**src/rtl/slw_pkg.sv**
```systemverilog
package slw_pkg;
  typedef enum logic [1:0] {
    ST_ACTIVE = 2'd0,
    ST_DELAY  = 2'd1,
    ST_ASLEEP = 2'd2,
    ST_WAKING = 2'd3
  } slwState_e;

  typedef struct packed {
    logic cntClr;
    logic cntInc;
    logic irqSet;
  } slwStrobe_t;
endpackage

```
**src/rtl/slw_datapath.sv**
```systemverilog
module slw_datapath
  import slw_pkg::*;
#(
  parameter int DELAY_BITS = 15
) (
  input  logic       clk,
  input  logic       rstN,
  input  slwStrobe_t strb,
  input  logic       wakeIrqClr,
  output logic       cntLast,
  output logic       wakeIrq
);
  localparam int CNT_W = (DELAY_BITS > 2) ? $clog2(DELAY_BITS) : 1;
  localparam logic [CNT_W-1:0] LAST = CNT_W'(DELAY_BITS - 1);

  logic [CNT_W-1:0] cntQ;
  logic             irqQ;

  always_ff @(posedge clk) begin
    if (!rstN)            cntQ <= '0;
    else if (strb.cntClr) cntQ <= '0;
    else if (strb.cntInc) cntQ <= cntQ + 1'b1;
  end

  always_ff @(posedge clk) begin
    if (!rstN)            irqQ <= 1'b0;
    else if (strb.irqSet) irqQ <= 1'b1;
    else if (wakeIrqClr)  irqQ <= 1'b0;
  end

  assign cntLast = (cntQ == LAST);
  assign wakeIrq = irqQ;


  cnt_range_chk: assert property (@(posedge clk) disable iff (!rstN)
    int'(cntQ) < DELAY_BITS);


  irq_hold_chk: assert property (@(posedge clk) disable iff (!rstN)
    $fell(irqQ) |-> $past(wakeIrqClr));


  irq_set_chk: assert property (@(posedge clk) disable iff (!rstN)
    strb.irqSet |=> irqQ);
endmodule

```
**src/rtl/slw_ctrl.sv**
```systemverilog
module slw_ctrl
  import slw_pkg::*;
(
  input  logic       clk,
  input  logic       rstN,
  input  logic       extMode,
  input  logic       cmdSleepReq,
  input  logic       modeSleepReq,
  input  logic       busIdle,
  input  logic       irqPending,
  input  logic       bitTick,
  input  logic       rxLevel,
  input  logic       hostAccess,
  input  logic       oscStable,
  input  logic       cntLast,
  output slwStrobe_t strb,
  output logic       oscEnable,
  output logic       clkOutEn,
  output logic       sleepStatus
);
  slwState_e stateQ, stateD;
  logic      sleepReq, wakeEvt, armedQ, sleeping;

  assign sleepReq = extMode ? modeSleepReq : cmdSleepReq;
  assign wakeEvt  = !rxLevel || !sleepReq || hostAccess;
  assign sleeping = (stateQ == ST_DELAY) || (stateQ == ST_ASLEEP);

  always_comb begin
    stateD = stateQ;
    unique case (stateQ)
      ST_ACTIVE: if (sleepReq && armedQ && busIdle && !irqPending) stateD = ST_DELAY;
      ST_DELAY: begin
        if (wakeEvt)                 stateD = ST_ACTIVE;
        else if (bitTick && cntLast) stateD = ST_ASLEEP;
      end
      ST_ASLEEP: if (wakeEvt)   stateD = ST_WAKING;
      ST_WAKING: if (oscStable) stateD = ST_ACTIVE;
      default:                  stateD = ST_ACTIVE;
    endcase
  end

  always_comb begin
    strb.cntClr = (stateQ != ST_DELAY) || (stateD != ST_DELAY);
    strb.cntInc = (stateQ == ST_DELAY) && bitTick && (stateD == ST_DELAY);
    strb.irqSet = sleeping && wakeEvt;
  end

  always_ff @(posedge clk) begin
    if (!rstN) stateQ <= ST_ACTIVE;
    else       stateQ <= stateD;
  end

  always_ff @(posedge clk) begin
    if (!rstN)            armedQ <= 1'b1;
    else if (!sleepReq)   armedQ <= 1'b1;
    else if (strb.irqSet) armedQ <= 1'b0;
  end

  assign oscEnable   = (stateQ != ST_ASLEEP);
  assign clkOutEn    = (stateQ == ST_ACTIVE) || (stateQ == ST_DELAY);
  assign sleepStatus = sleeping;


  entry_cond_chk: assert property (@(posedge clk) disable iff (!rstN)
    (stateQ == ST_DELAY && $past(stateQ) == ST_ACTIVE) |-> $past(busIdle && !irqPending));


  stop_on_tick_chk: assert property (@(posedge clk) disable iff (!rstN)
    (stateQ == ST_ASLEEP && $past(stateQ) != ST_ASLEEP) |->
      $past(stateQ == ST_DELAY && bitTick && cntLast));


  clk_wait_chk: assert property (@(posedge clk) disable iff (!rstN)
    (stateQ == ST_ACTIVE && $past(stateQ) == ST_WAKING) |-> $past(oscStable));


  abort_delay_chk: assert property (@(posedge clk) disable iff (!rstN)
    ($past(stateQ) == ST_DELAY && $past(wakeEvt)) |-> (stateQ == ST_ACTIVE));
endmodule

```
**src/rtl/sleep_wake_ctrl.sv**
```systemverilog
module sleep_wake_ctrl
  import slw_pkg::*;
#(
  parameter int DELAY_BITS = 15
) (
  input  logic clk,
  input  logic rstN,
  input  logic extMode,
  input  logic cmdSleepReq,
  input  logic modeSleepReq,
  input  logic busIdle,
  input  logic irqPending,
  input  logic bitTick,
  input  logic rxLevel,
  input  logic hostAccess,
  input  logic oscStable,
  input  logic wakeIrqClr,
  output logic oscEnable,
  output logic clkOutEn,
  output logic wakeIrq,
  output logic sleepStatus
);
  slwStrobe_t strb;
  logic       cntLast;

  slw_ctrl u_ctrl (
    .clk(clk), .rstN(rstN), .extMode(extMode), .cmdSleepReq(cmdSleepReq),
    .modeSleepReq(modeSleepReq), .busIdle(busIdle), .irqPending(irqPending),
    .bitTick(bitTick), .rxLevel(rxLevel), .hostAccess(hostAccess),
    .oscStable(oscStable), .cntLast(cntLast), .strb(strb),
    .oscEnable(oscEnable), .clkOutEn(clkOutEn), .sleepStatus(sleepStatus)
  );

  slw_datapath #(.DELAY_BITS(DELAY_BITS)) u_dp (
    .clk(clk), .rstN(rstN), .strb(strb), .wakeIrqClr(wakeIrqClr),
    .cntLast(cntLast), .wakeIrq(wakeIrq)
  );
endmodule

```
**config.mk**
```make
export PLATFORM = sky130hd
export DESIGN_NAME = sleep_wake_ctrl
export DESIGN_NICKNAME = d
export VERILOG_FILES = /design/src/rtl/slw_pkg.sv /design/src/rtl/slw_datapath.sv /design/src/rtl/slw_ctrl.sv /design/src/rtl/sleep_wake_ctrl.sv
export SDC_FILE = /design/constraint.sdc
export NUM_CORES = 1
export LEC_CHECK = 0
export BUFFER_PORTS_ARGS = -buffer_cell sky130_fd_sc_hd__buf_2
export CORE_AREA = 10 10 47 49
export DETAILED_ROUTE_END_ITERATION = 10
export DIE_AREA = 0 0 57 59
export PLACE_DENSITY = 0.76
export SLEW_MARGIN = 25
export SYNTH_ARGS = -nofsm -noshare
export SYNTH_HDL_FRONTEND = slang
export SYNTH_SLANG_ARGS = --single-unit
```
**constraint.sdc**
```tcl
create_clock -name clk -period 2.2 [get_ports clk]
set_clock_uncertainty 0.05 [all_clocks]
set_input_delay 0.44 -clock clk [delete_from_list [all_inputs] [get_ports clk]]
set_output_delay 0.44 -clock clk [all_outputs]
set_load 0.05 [all_outputs]
```
After elaboration in Yosys (flattened, before gate mapping)
Cells that the tools add are included.
{ "word_totals": {"register_bits": 8, "wordCells": 42, "inputBits": 12, "output_inout_bits": 4} }
{ "op_classes": {"n_reduce_logical": 19, "bitwise": 1, "muxes": 9, "addsub": 1, "eq_ne": 8} }
{ "ops": {"columns": ["op", "count"], "rows": [
  ["$mux W2", 5],
  ["$pmux W2 S4", 1],
  ["$logic_and A1 B1 Y1", 7],
  ["$logic_or A1 B1 Y1", 5],
  ["$add A4 B1 Y4 const B", 1],
  ["$eq A2 B1 Y1 const B", 2],
  ["$eq A2 B2 Y1 const B", 2],
  ["$eq A4 B4 Y1 const B", 1],
  ["$ne A2 B1 Y1 const B", 2],
  ["$logic_not A1 Y1", 3],
  ["$mux W1", 3],
  ["$logic_not A2 Y1", 1],
  ["$ne A2 B2 Y1 const B", 1],
  ["$reduce_and A2 Y1", 1],
  ["$reduce_bool A2 Y1", 1],
  ["$reduce_or A2 Y1", 1],
  ["$not A1 Y1", 1]
]} }

Longest topological paths before layout
Gate-level depths: netlist of the first run.
{ "depth": {"word_depth": 9, "ltp_mapped": 6, "depth_no_buf": 6} }

Cells and area by module
A second synthesis of the first run with hierarchy kept.
{ "unflattened": {"cells_unflattened": 59, "hier_area_um2": 538.0} }
{ "modules_own_cells": {"columns": ["module", "seq_area_each_um2", "n_inst", "area_per_inst_um2", "cells_per_inst"], "rows": [
  ["slw_ctrl", 60.1, 1, 304.0, 36],
  ["slw_datapath", 100.1, 1, 234.0, 23]
]} }

Least setup slack after synthesis of the first run
OpenSTA, ideal clock, no wires.
{ "synth_path": {"kind": "register -> register", "from": "reg u_ctrl.stateQ[0]", "to": "reg u_dp.cntQ[0]", "setup_ps": 134, "path_slack_ps": 377, "synth_period_minus_slack_ps": 1823, "t_arrival_ps": 1640, "required_ps": 2016, "path_buffers": 0, "stages_incl_launch_ff": 7, "cell_sequence": "dfxtp_1 -> inv_1 -> ha_1 -> inv_1 -> a211oi_1 -> o41ai_2 -> nor3_1"} }
{ "synth_between": {"elab_chain_len": 6, "elab_cells_between_ends": 17, "cone_classes": "eq/ne (6); mux (6); reduce/logical (5)"} }
{ "synth_rtl": {"columns": ["item", "line_no", "text"], "rows": [
  ["start, declared", "slw_ctrl.sv:21", "slwState_e stateQ, stateD;"],
  ["start signal, assigned", "slw_ctrl.sv:50", "else stateQ <= stateD;"],
  ["$mux W2", "slw_ctrl.sv:34", "else if (bitTick && cntLast) stateD = ST_ASLEEP;"],
  ["$mux W2", "slw_ctrl.sv:33", "if (wakeEvt) stateD = ST_ACTIVE;"],
  ["$pmux W2 S4", "slw_ctrl.sv:30", "unique case (stateQ)"],
  ["$ne A2 B1 Y1", "slw_ctrl.sv:43", "strb.cntClr = (stateQ != ST_DELAY) || (stateD != ST_DELAY);"],
  ["$logic_or A1 B1 Y1", "slw_ctrl.sv:43", null],
  ["$reduce_or A2 Y1 (no source line)", null, null],
  ["end signal, assigned", "slw_datapath.sv:22", "else if (strb.cntInc) cntQ <= cntQ + 1'b1;"],
  ["end, declared", "slw_datapath.sv:16", "logic [CNT_W-1:0] cntQ;"]
]} }
Several ways; a longest one is shown, not always the timed one.
A chain may end at the register's enable or synchronous reset.

Final worst setup path of the first run
{ "layout_path": {"from": "reg u_ctrl.stateQ[1]", "to": "out clkOutEn"} }
{ "layout_between": {"elab_chain_len": 2, "elab_cells_between_ends": 3, "cone_classes": "eq/ne (1); reduce/logical (2)"} }
{ "layout_rtl": {"columns": ["item", "line_no", "text"], "rows": [
  ["$eq A2 B1 Y1 or $logic_not A2 Y1 (tied branches)", "slw_ctrl.sv:60", "assign clkOutEn = (stateQ == ST_ACTIVE) || (stateQ == ST_DELAY);"],
  ["$logic_or A1 B1 Y1 *", "slw_ctrl.sv:60", null],
  ["end, declared", "sleep_wake_ctrl.sv:19", "output logic clkOutEn,"]
]} }
Mark *: on every way between the ends. The rest lies on a longest branch, timed or not.

==> run summary, run 1 <==
Register area share after synthesis - 28.8%
Routed vias/inst - 5.27
Total gr overflow - 0
CTS Buf Count - 3
Total track usage - 7.82%
Xor/xnor share of the synthesized area - 4.72%
Core outline area - 1400 sq um
Most common cell after layout, fill and taps aside - buf_2
Sequential cell area - 160 sq um
ANT cells - 0
PortBufs - 15
Synth Area in Adders - 13.5%
Largest family of logic cells by synthesized area - simple AND/OR/NAND/NOR gates
Mux cell area share after synthesis - 4.49%
Commonest non-fill, non-tap cells in the layout - 15 x buf_2, 8 x dfxtp_1, 6 x ha_1
Final cycle utilization of the critical path - 94.4%
Final #Nets - 95
Detailed Route WL - 1.27 mm
Sink Count - 8
Clock Pin Slew Worst Setup and Hold Paths - 0.05 ns
Share of cells above drive strength 1 - 36.0%
Outcome - finished, final reports clean
Die Wd - 57 um
Largest net degree at the start of global routing - 7
Share of the synthesized area in the top cell type - 28.8%
RSZ-0062 raised after global routing - no
Critical path capture point type - output port
Compound-cell area share of the yosys netlist - 18.7%
RePlAce Congestion - 0.745
Multi-input gate area - 382 sq um
Crit-path max FO - 6
LEAKAGE - 0.286 nW
FP Rows - 14
Io pins - 16
Setup ws final - 0.124 ns
Final setup viols - 0
Max incr delay on CP - 0.39 ns
Slew at the pin closest to its max-slew limit - 0.423 ns
Number of global-route vias before repair - 513
Setup_tns - 0 ns
H-tree depth - 1
Worst Hold Class - in -> reg
CTS max path bufs - 2
Residual DRC - 0
Synth Register Bits - 8
Syn Std Cell Area - 557 sq um
Arr. time, crit path - 1.59 ns
Initial antenna violation count - 0
Slowest stage cell on the critical path - dfxtp_1
Peak Freq - 0.482 GHz
Peak supply drop - 0.000338 V
Max-cap viol count - 0
Final Hold Vio Count - 0
Routed WL per cell - 13.9 um
Clock tree root buffer cell - clkbuf_4
Max Slew Vio Count - 0
Top cells by area in the synthesized netlist - dfxtp_1 29%, ha_1 13%, a2111oi_4 4.9%
PwrDens - 478 nW/um^2
FILL cells - 151
Simple-Gate Fraction of Synth Area - 27.2%
CP required - 1.71 ns
Worst-path cell chain - inv_1 -> ha_1 -> or2_2 -> buf_2
Crit-path leading delay family - flip-flops
Cell count after synthesis - 57
Post-CTS Setup Inserts - 0
Distinct cell type count after synthesis - 29
Pre-CTS WS - 0.232 ns
Post-synth top area cell - dfxtp_1
Starting Density - 39.7%
First-pass GRT wire length - 2.14 mm
Vias - 480
Antenna viol nets, final - 0
Post-CTS sizing - 0
Die Span Y - 59 um
Tmin final - 2.08 ns
WP buf/inv - 2
Crit path kind - reg -> out
Initial DRC Count - 6
First drt pass iteration count - 4
Yosys warnings - 0
Full die area - 3360 sq um
CTS tree - done
Post-synthesis net count - 75
CP Launch Type - register
Cts hold-fix bufs - 0
Clock Latency Late Sink - 0.25 ns
Hpwl dp - 1.10 mm
Slew margin rel. - 71.5%
Mean Syn Cell Area - 9.77 sq um
Area Growth Syn to Fin - 21.1%
flip-flops by register name (all words and copies together), names as in the netlist:
name / count
u_ctrl.stateQ: 2
u_dp.wakeIrq: 1
u_ctrl.armedQ: 1
u_dp.cntQ: 4
layer usage:
metal  vias up  share of wire [%]  track usage (%)
li1        243                  -                -
met1       227                 40             6.65
met2         8                 55             15.8
met3         2                4.6             2.36
met4         0               0.95             4.03
met5         -                  0                0
stage by stage:
stage               total power [W]  instances  cell area [sq um]  hold slack [ns]  util [%]
global placement           0.000213         88                652            0.418      46.5
detailed placement         0.000214         88                652            0.423      46.5
floorplan                  0.000193         57                557            0.389         -
finish                     0.000322         91                674            0.364      48.1
global route               0.000333         91                674            0.390      48.1
CTS                        0.000323         91                674            0.362      48.1
cells by family after synthesis:
family,Yosys count
and+or+nand+nor,25
AOI/OAI and AO/OA,9
DFF,8
adders and majority gates,6
buffers and inverters,4
xor gates and xnor gates,3
muxes,2
cell usage after synthesis:
| cell type | instances |
|---|---|
| xnor2_1 | 2 |
| nor2b_1 | 2 |
| a21boi_0 | 1 |
| nand2b_4 | 1 |
| xor2_1 | 1 |
| dfxtp_1 | 8 |
| a2111oi_4 | 1 |
| o21ai_0 | 2 |
| and4_2 | 1 |
| mux2i_1 | 1 |
| ha_1 | 6 |
| nand2b_1 | 1 |
| a311oi_2 | 1 |
| o41a_2 | 1 |
| nor4_1 | 1 |
| nand4b_1 | 1 |
| and3b_1 | 1 |
| mux2_4 | 1 |
| o21a_1 | 1 |
| nand3_1 | 2 |
| or2_2 | 2 |
| nor2_1 | 2 |
| nor3_1 | 5 |
| nand2_1 | 3 |
| a211oi_1 | 1 |
| and2_1 | 2 |
| o41ai_2 | 1 |
| inv_1 | 4 |
| nand4_1 | 1 |
power by group:
part	total [W]	switching [W]	internal (W)	leakage, nW
registers	0.000150	0.00000227	0.000148	0.0647
logic	0.0000608	0.0000357	0.0000251	0.208
clock network	0.000112	0.0000491	0.0000624	0.0138
worst register-to-register path, delay by kind of cell (launching register included):
kind,cells,cell delay (ns)
compound gates,2,0.56
fa+ha+maj,1,0.28
buf+inv,1,0.12
flops,1,0.39
simple gates,2,0.44
cell type report:
cell class	count	area share, %
Clock buffer	3	3.34
Inverter	4	2.23
Multi-Input combinational cell	45	56.6
Sequential cell	8	23.7
Tap cell	16	2.97
Timing Repair Buffer	15	11.1
final timing paths:
kind / slack, ns / cells past startpoint / to / from
setup / recovery: 0.12 / 4 / clkOutEn / u_ctrl.stateQ[1]
hold / removal: 0.36 / 2 / u_ctrl.armedQ / rstN
setup reg to reg: 0.23 / 6 / u_dp.cntQ[3] / u_ctrl.stateQ[1]
hold reg to reg: 0.43 / 2 / u_ctrl.armedQ / u_ctrl.armedQ
No activity file was read; power rests on OpenSTA's default activity.
==> run 2, diff against run 1 <==
Clock period 2.2 ns to 2.45 ns, I/O delays scaled along.
==> run summary, run 2 (synthesis gave the netlist of run 1 again) <==
Final cycle utilization of the critical path - 86.9%
Residual DRC - 0 (unchanged)
Core Util, Final - 48.1% (unchanged)
FILL cells - 144 (was 151)
Total gr overflow - 0 (unchanged)
Placed Area - 652 sq um (unchanged)
Sequential cell area - 160 sq um (unchanged)
RSZ-0062 raised after global routing - no (unchanged)
Initial DRC Count - 5 (was 6)
Peak supply drop - 0.000299 V (was 0.000338 V)
H-tree depth - 1 (unchanged)
Share of cells above drive strength 1 - 36.0% (unchanged)
Antenna viol nets, final - 0 (unchanged)
Commonest non-fill, non-tap cells in the layout - 15 x buf_2, 8 x dfxtp_1, 6 x ha_1 (unchanged)
Biggest register - u_dp.cntQ (unchanged)
Cts hold-fix bufs - 0 (unchanged)
Final Hold Vio Count - 0 (unchanged)
CP Launch Type - register (unchanged)
Tmin final - 2.13 ns
CP Capture Point - clkOutEn (unchanged)
Routed WL per cell - 14.5 um (was 13.9 um)
LEAKAGE - 0.286 nW (unchanged)
Die Span Y - 59 um (unchanged)
Clock Latency Late Sink - 0.26 ns (was 0.25 ns)
CTS tree - done (unchanged)
Post-CTS Setup Inserts - 0 (unchanged)
Worst r2r dst - u_dp.cntQ[0] (was u_dp.cntQ[3])
Outcome - finished, final reports clean (unchanged)
Top Registers - u_dp.cntQ (4), u_ctrl.stateQ (2) (unchanged)
Final setup viols - 0 (unchanged)
First-pass GRT wire length - 2.28 mm (was 2.14 mm)
Detailed Route WL - 1.32 mm (was 1.27 mm)
RePlAce Congestion - 0.741 (was 0.745)
Worst Hold Class - in -> reg (unchanged)
Setup_tns - 0 ns (unchanged)
CTS max path bufs - 2 (unchanged)
Reg-to-reg slack, setup - 0.48 ns (was 0.23 ns)
Io pins - 16 (unchanged)
Die Wd - 57 um (unchanged)
PwrDens - 434 nW/um^2 (was 478 nW/um^2)
Sink Count - 8 (unchanged)
Cells on worst reg2reg path - 6 (unchanged)
Largest net degree at the start of global routing - 7 (unchanged)
Area Growth Syn to Fin - 21.1% (unchanged)
Slew at the pin closest to its max-slew limit - 0.445 ns (was 0.423 ns)
Max-cap viol count - 0 (unchanged)
Total track usage - 8.30% (was 7.82%)
Hold Path Origin - rstN (unchanged)
Clock Pin Slew Worst Setup and Hold Paths - 0.06 ns (was 0.05 ns)
Post-CTS sizing - 0 (unchanged)
Core outline area - 1400 sq um (unchanged)
Hpwl dp - 1.10 mm (about the same)
Starting Density - 39.7% (unchanged)
Most common cell after layout, fill and taps aside - buf_2 (unchanged)
Crit path kind - reg -> out (unchanged)
Full die area - 3360 sq um (unchanged)
Crit-path max FO - 6 (unchanged)
Clock tree root buffer cell - clkbuf_4 (unchanged)
Max reg flops - 4 (unchanged)
Max Slew Vio Count - 0 (unchanged)
Peak Freq - 0.470 GHz
Routed vias/inst - 5.30 (was 5.27)
Arr. time, crit path - 1.59 ns (about the same)
Vias - 482 (was 480)
Critical path capture point type - output port (unchanged)
Slew margin rel. - 70.1% (was 71.5%)
Hold slack - 0.408 ns (was 0.364 ns)
ANT cells - 0 (unchanged)
Multi-input gate area - 382 sq um (unchanged)
Area of all placed cells without fillers - 674 sq um (unchanged)
PortBufs - 15 (unchanged)
Number of global-route vias before repair - 553 (was 513)
R2r startpoint - u_ctrl.stateQ[1] (unchanged)
CTS Buf Count - 3 (unchanged)
First drt pass iteration count - 4 (unchanged)
CP required - 1.91 ns (was 1.71 ns)
Initial antenna violation count - 0 (unchanged)
Final #Nets - 95 (unchanged)
Crit path launch - u_ctrl.stateQ[1] (unchanged)
FP Rows - 14 (unchanged)
run 2: critical path: stages, from the launching register on:
cell     delay, ns
dfxtp_1       0.40
inv_1         0.12
ha_1          0.28
or2_2         0.31
buf_2         0.21
run 2: through the flow:
| stage | total power [W] | worst slack (ns) | instances |
|---|---|---|---|
| floorplan | 0.000173 | 0.627 | 57 |
| global placement | 0.000191 | 0.554 | 88 |
| detailed placement | 0.000192 | 0.491 | 88 |
| CTS | 0.000296 | 0.298 | 91 |
| global route | 0.000302 | 0.246 | 91 |
| finish | 0.000293 | 0.320 | 91 |
run 2: final cells by class:
cell class	count	area share, %
multi-input combinational	45	56.6
tap	16	2.97
inverter	4	2.23
clock buffer	3	3.34
timing repair buffer	15	11.1
sequential	8	23.7
run 2: worst min path at each step:
stage / to / depth (start not counted) / slack, ns
2_1_floorplan: u_ctrl.armedQ / 2 / 0.39
3_3_place_gp: u_dp.wakeIrq / 2 / 0.42
3_5_place_dp: u_ctrl.armedQ / 2 / 0.42
4_1_cts: u_ctrl.armedQ / 2 / 0.40
5_1_grt: u_ctrl.armedQ / 2 / 0.43
6_report: u_ctrl.armedQ / 2 / 0.41
run 2: power breakdown:
part,switching [W],internal (W)
clock,0.0000468,0.0000562
combinational,0.0000322,0.0000225
sequential,0.00000218,0.000133
total,0.0000812,0.000211
run 2: layer usage:
metal	vias to the layer above	track usage, %	share of wire, %
met5	-	0	0
met4	0	6.38	2.8
met3	5	2.58	3.7
met2	8	16.0	54
met1	227	6.90	39
li1	242	-	-
==> run 3, diff against run 2 <==
Settings changed: CAP_MARGIN set to 20, SETUP_SLACK_MARGIN set to 0.5.
Clock period 2.45 ns to 2.03 ns, I/O delays scaled along.
==> run summary, run 3 (synthesis gave the netlist of run 1 again) <==
Outcome - finished, final reports clean (unchanged)
Die Span Y - 59 um (unchanged)
Worst-path cell chain - buf_6 -> ha_4 -> or2_4 -> o21a_4 -> o41ai_4 -> nor3_1 (was inv_1 -> ha_1 -> or2_2 -> buf_2)
Share of cells above drive strength 1 - 54.2% (was 36.0%)
CTS tree - done (unchanged)
Slew margin rel. - 73.3% (was 70.1%)
Crit-path max FO - 4 (was 6)
Antenna viol nets, final - 0 (unchanged)
Max-cap viol count - 0 (unchanged)
Slew at the pin closest to its max-slew limit - 0.390 ns (was 0.445 ns)
Peak Freq - 0.584 GHz
Arr. time, crit path - 1.78 ns (was 1.59 ns)
Hold slack - 0.336 ns (was 0.408 ns)
Total track usage - 9.30% (was 8.30%)
Crit path kind - reg -> reg (was reg -> out)
Final setup viols - 0 (unchanged)
Io pins - 16 (unchanged)
Max Slew Vio Count - 0 (unchanged)
First-pass GRT wire length - 2.53 mm (was 2.28 mm)
Initial antenna violation count - 0 (unchanged)
PortBufs - 15 (unchanged)
Final cycle utilization of the critical path - 84.4%
Max reg flops - 4 (unchanged)
Worst r2r dst - u_dp.cntQ[2] (was u_dp.cntQ[0])
Critical path capture point type - register (was output port)
Core outline area - 1400 sq um (unchanged)
Clock Latency Late Sink - 0.26 ns (about the same)
Biggest register - u_dp.cntQ (unchanged)
Residual DRC - 0 (unchanged)
Multi-input gate area - 472 sq um (was 382 sq um)
CTS max path bufs - 2 (unchanged)
Total gr overflow - 0 (unchanged)
R2r startpoint - u_ctrl.stateQ[1] (unchanged)
Clock tree root buffer cell - clkbuf_4 (unchanged)
Starting Density - 39.7% (unchanged)
Pre-CTS WS - 0.230 ns (was 0.491 ns)
Largest net degree at the start of global routing - 7 (unchanged)
Slowest stage cell on the critical path - dfxtp_4 (was dfxtp_1)
Peak supply drop - 0.000391 V (was 0.000299 V)
Final Hold Vio Count - 0 (unchanged)
Die Wd - 57 um (unchanged)
Hpwl dp - 1.10 mm (about the same)
CP required - 2.10 ns (was 1.91 ns)
Clock Pin Slew Worst Setup and Hold Paths - 0.06 ns (about the same)
Detailed Route WL - 1.47 mm (was 1.32 mm)
Hold endpoint - u_ctrl.armedQ (unchanged)
Grt peak-use layer - met2 (unchanged)
Worst Hold Class - in -> reg (unchanged)
ANT cells - 0 (unchanged)
Power Total - 0.000391 W (was 0.000293 W)
Cells on worst reg2reg path - 6 (unchanged)
Routed vias/inst - 5.39 (was 5.30)
Routed WL per cell - 14.8 um (was 14.5 um)
Number of global-route vias before repair - 572 (was 553)
PwrDens - 450 nW/um^2 (was 434 nW/um^2)
Commonest non-fill, non-tap cells in the layout - 12 x buf_2, 6 x buf_4, 6 x dfxtp_1 (was 15 x buf_2, 8 x dfxtp_1, 6 x ha_1)
Tmin final - 1.71 ns
Sequential cell area - 168 sq um (was 160 sq um)
Sink Count - 8 (unchanged)
CP Launch Type - register (unchanged)
RSZ-0062 raised after global routing - yes (was no)
WP buf/inv - 1 (was 2)
Crit-path leading delay family - compound AO/OA/AOI/OAI gates (was flip-flops)
Most common cell after layout, fill and taps aside - buf_2 (unchanged)
First drt pass iteration count - 4 (unchanged)
FP Rows - 14 (unchanged)
CTS Buf Count - 3 (unchanged)
Met1 usage - 8.93% (was 6.90%)
Full die area - 3360 sq um (unchanged)
Setup ws final - 0.317 ns (was 0.320 ns)
FILL cells - 128 (was 144)
Hold Crit Depth - 2 (unchanged)
Reg-to-reg slack, setup - 0.32 ns (was 0.48 ns)
Area Growth Syn to Fin - 55.7% (was 21.1%)
Setup_tns - 0 ns (unchanged)
Area of all placed cells without fillers - 867 sq um (was 674 sq um)
Hold Path Origin - rstN (unchanged)
Max incr delay on CP - 0.36 ns (was 0.40 ns)
LEAKAGE - 0.358 nW (was 0.286 nW)
Top Registers - u_dp.cntQ (4), u_ctrl.stateQ (2) (unchanged)
Final #Nets - 102 (was 95)
Placed Area - 721 sq um (was 652 sq um)
GR Util met2 - 17.1% (was 16.0%)
H-tree depth - 1 (unchanged)
Initial DRC Count - 9 (was 5)
RePlAce Congestion - 0.741 (about the same)
Met3 GRT Util - 2.79% (was 2.58%)
Vias - 534 (was 482)
Cts hold-fix bufs - 0 (unchanged)
-- run 3: cell type report --
type	count	share of cell area [%]
repair buffers	22	18.2
multi-input cells	45	54.4
flip-flops and latches	8	19.3
inverters	4	2.74
well taps	16	2.31
clock buffers	4	3.03
-- run 3: worst max-delay path by stage --
stage	depth (start not counted)	startpoint	to
floorplan	5	u_ctrl.stateQ[1]	u_ctrl.stateQ[0]
global placement	5	extMode	u_dp.cntQ[3]
detailed placement	5	extMode	u_dp.cntQ[3]
CTS	6	u_ctrl.stateQ[1]	u_dp.cntQ[0]
global route	6	u_ctrl.stateQ[1]	u_dp.cntQ[2]
finish	6	u_ctrl.stateQ[1]	u_dp.cntQ[2]
-- run 3: where the power goes --
part | switching, W | total (W) | internal [W]
logic | 0.0000495 | 0.0000954 | 0.0000459
clock network | 0.0000582 | 0.000134 | 0.0000754
registers | 0.00000322 | 0.000162 | 0.000158
total | 0.000111 | 0.000391 | 0.000280
-- run 3: metrics by stage --
stage	util, %	cells
after floorplan	-	57
after global placement	51.4	88
after detailed placement	51.4	88
after CTS	60.3	97
after global routing	61.9	99
final	61.9	99
-- run 3: repair_timing --
item / 4_1_cts / 5_1_grt
setup endpoints to repair: 9 / 9
pin swaps: 5 / 0
buffers inserted: 5 / 2
resized for setup: 16 / 1
-- run 3: metal layers --
| layer | wire length (um) | vias up | part of all wire, % |
|---|---|---|---|
| met5 | 0 | - | 0 |
| met4 | 21 | 0 | 1.4 |
| met3 | 81 | 4 | 5.5 |
| met2 | 802 | 16 | 55 |
| met1 | 561 | 253 | 38 |
| li1 | - | 261 | - |
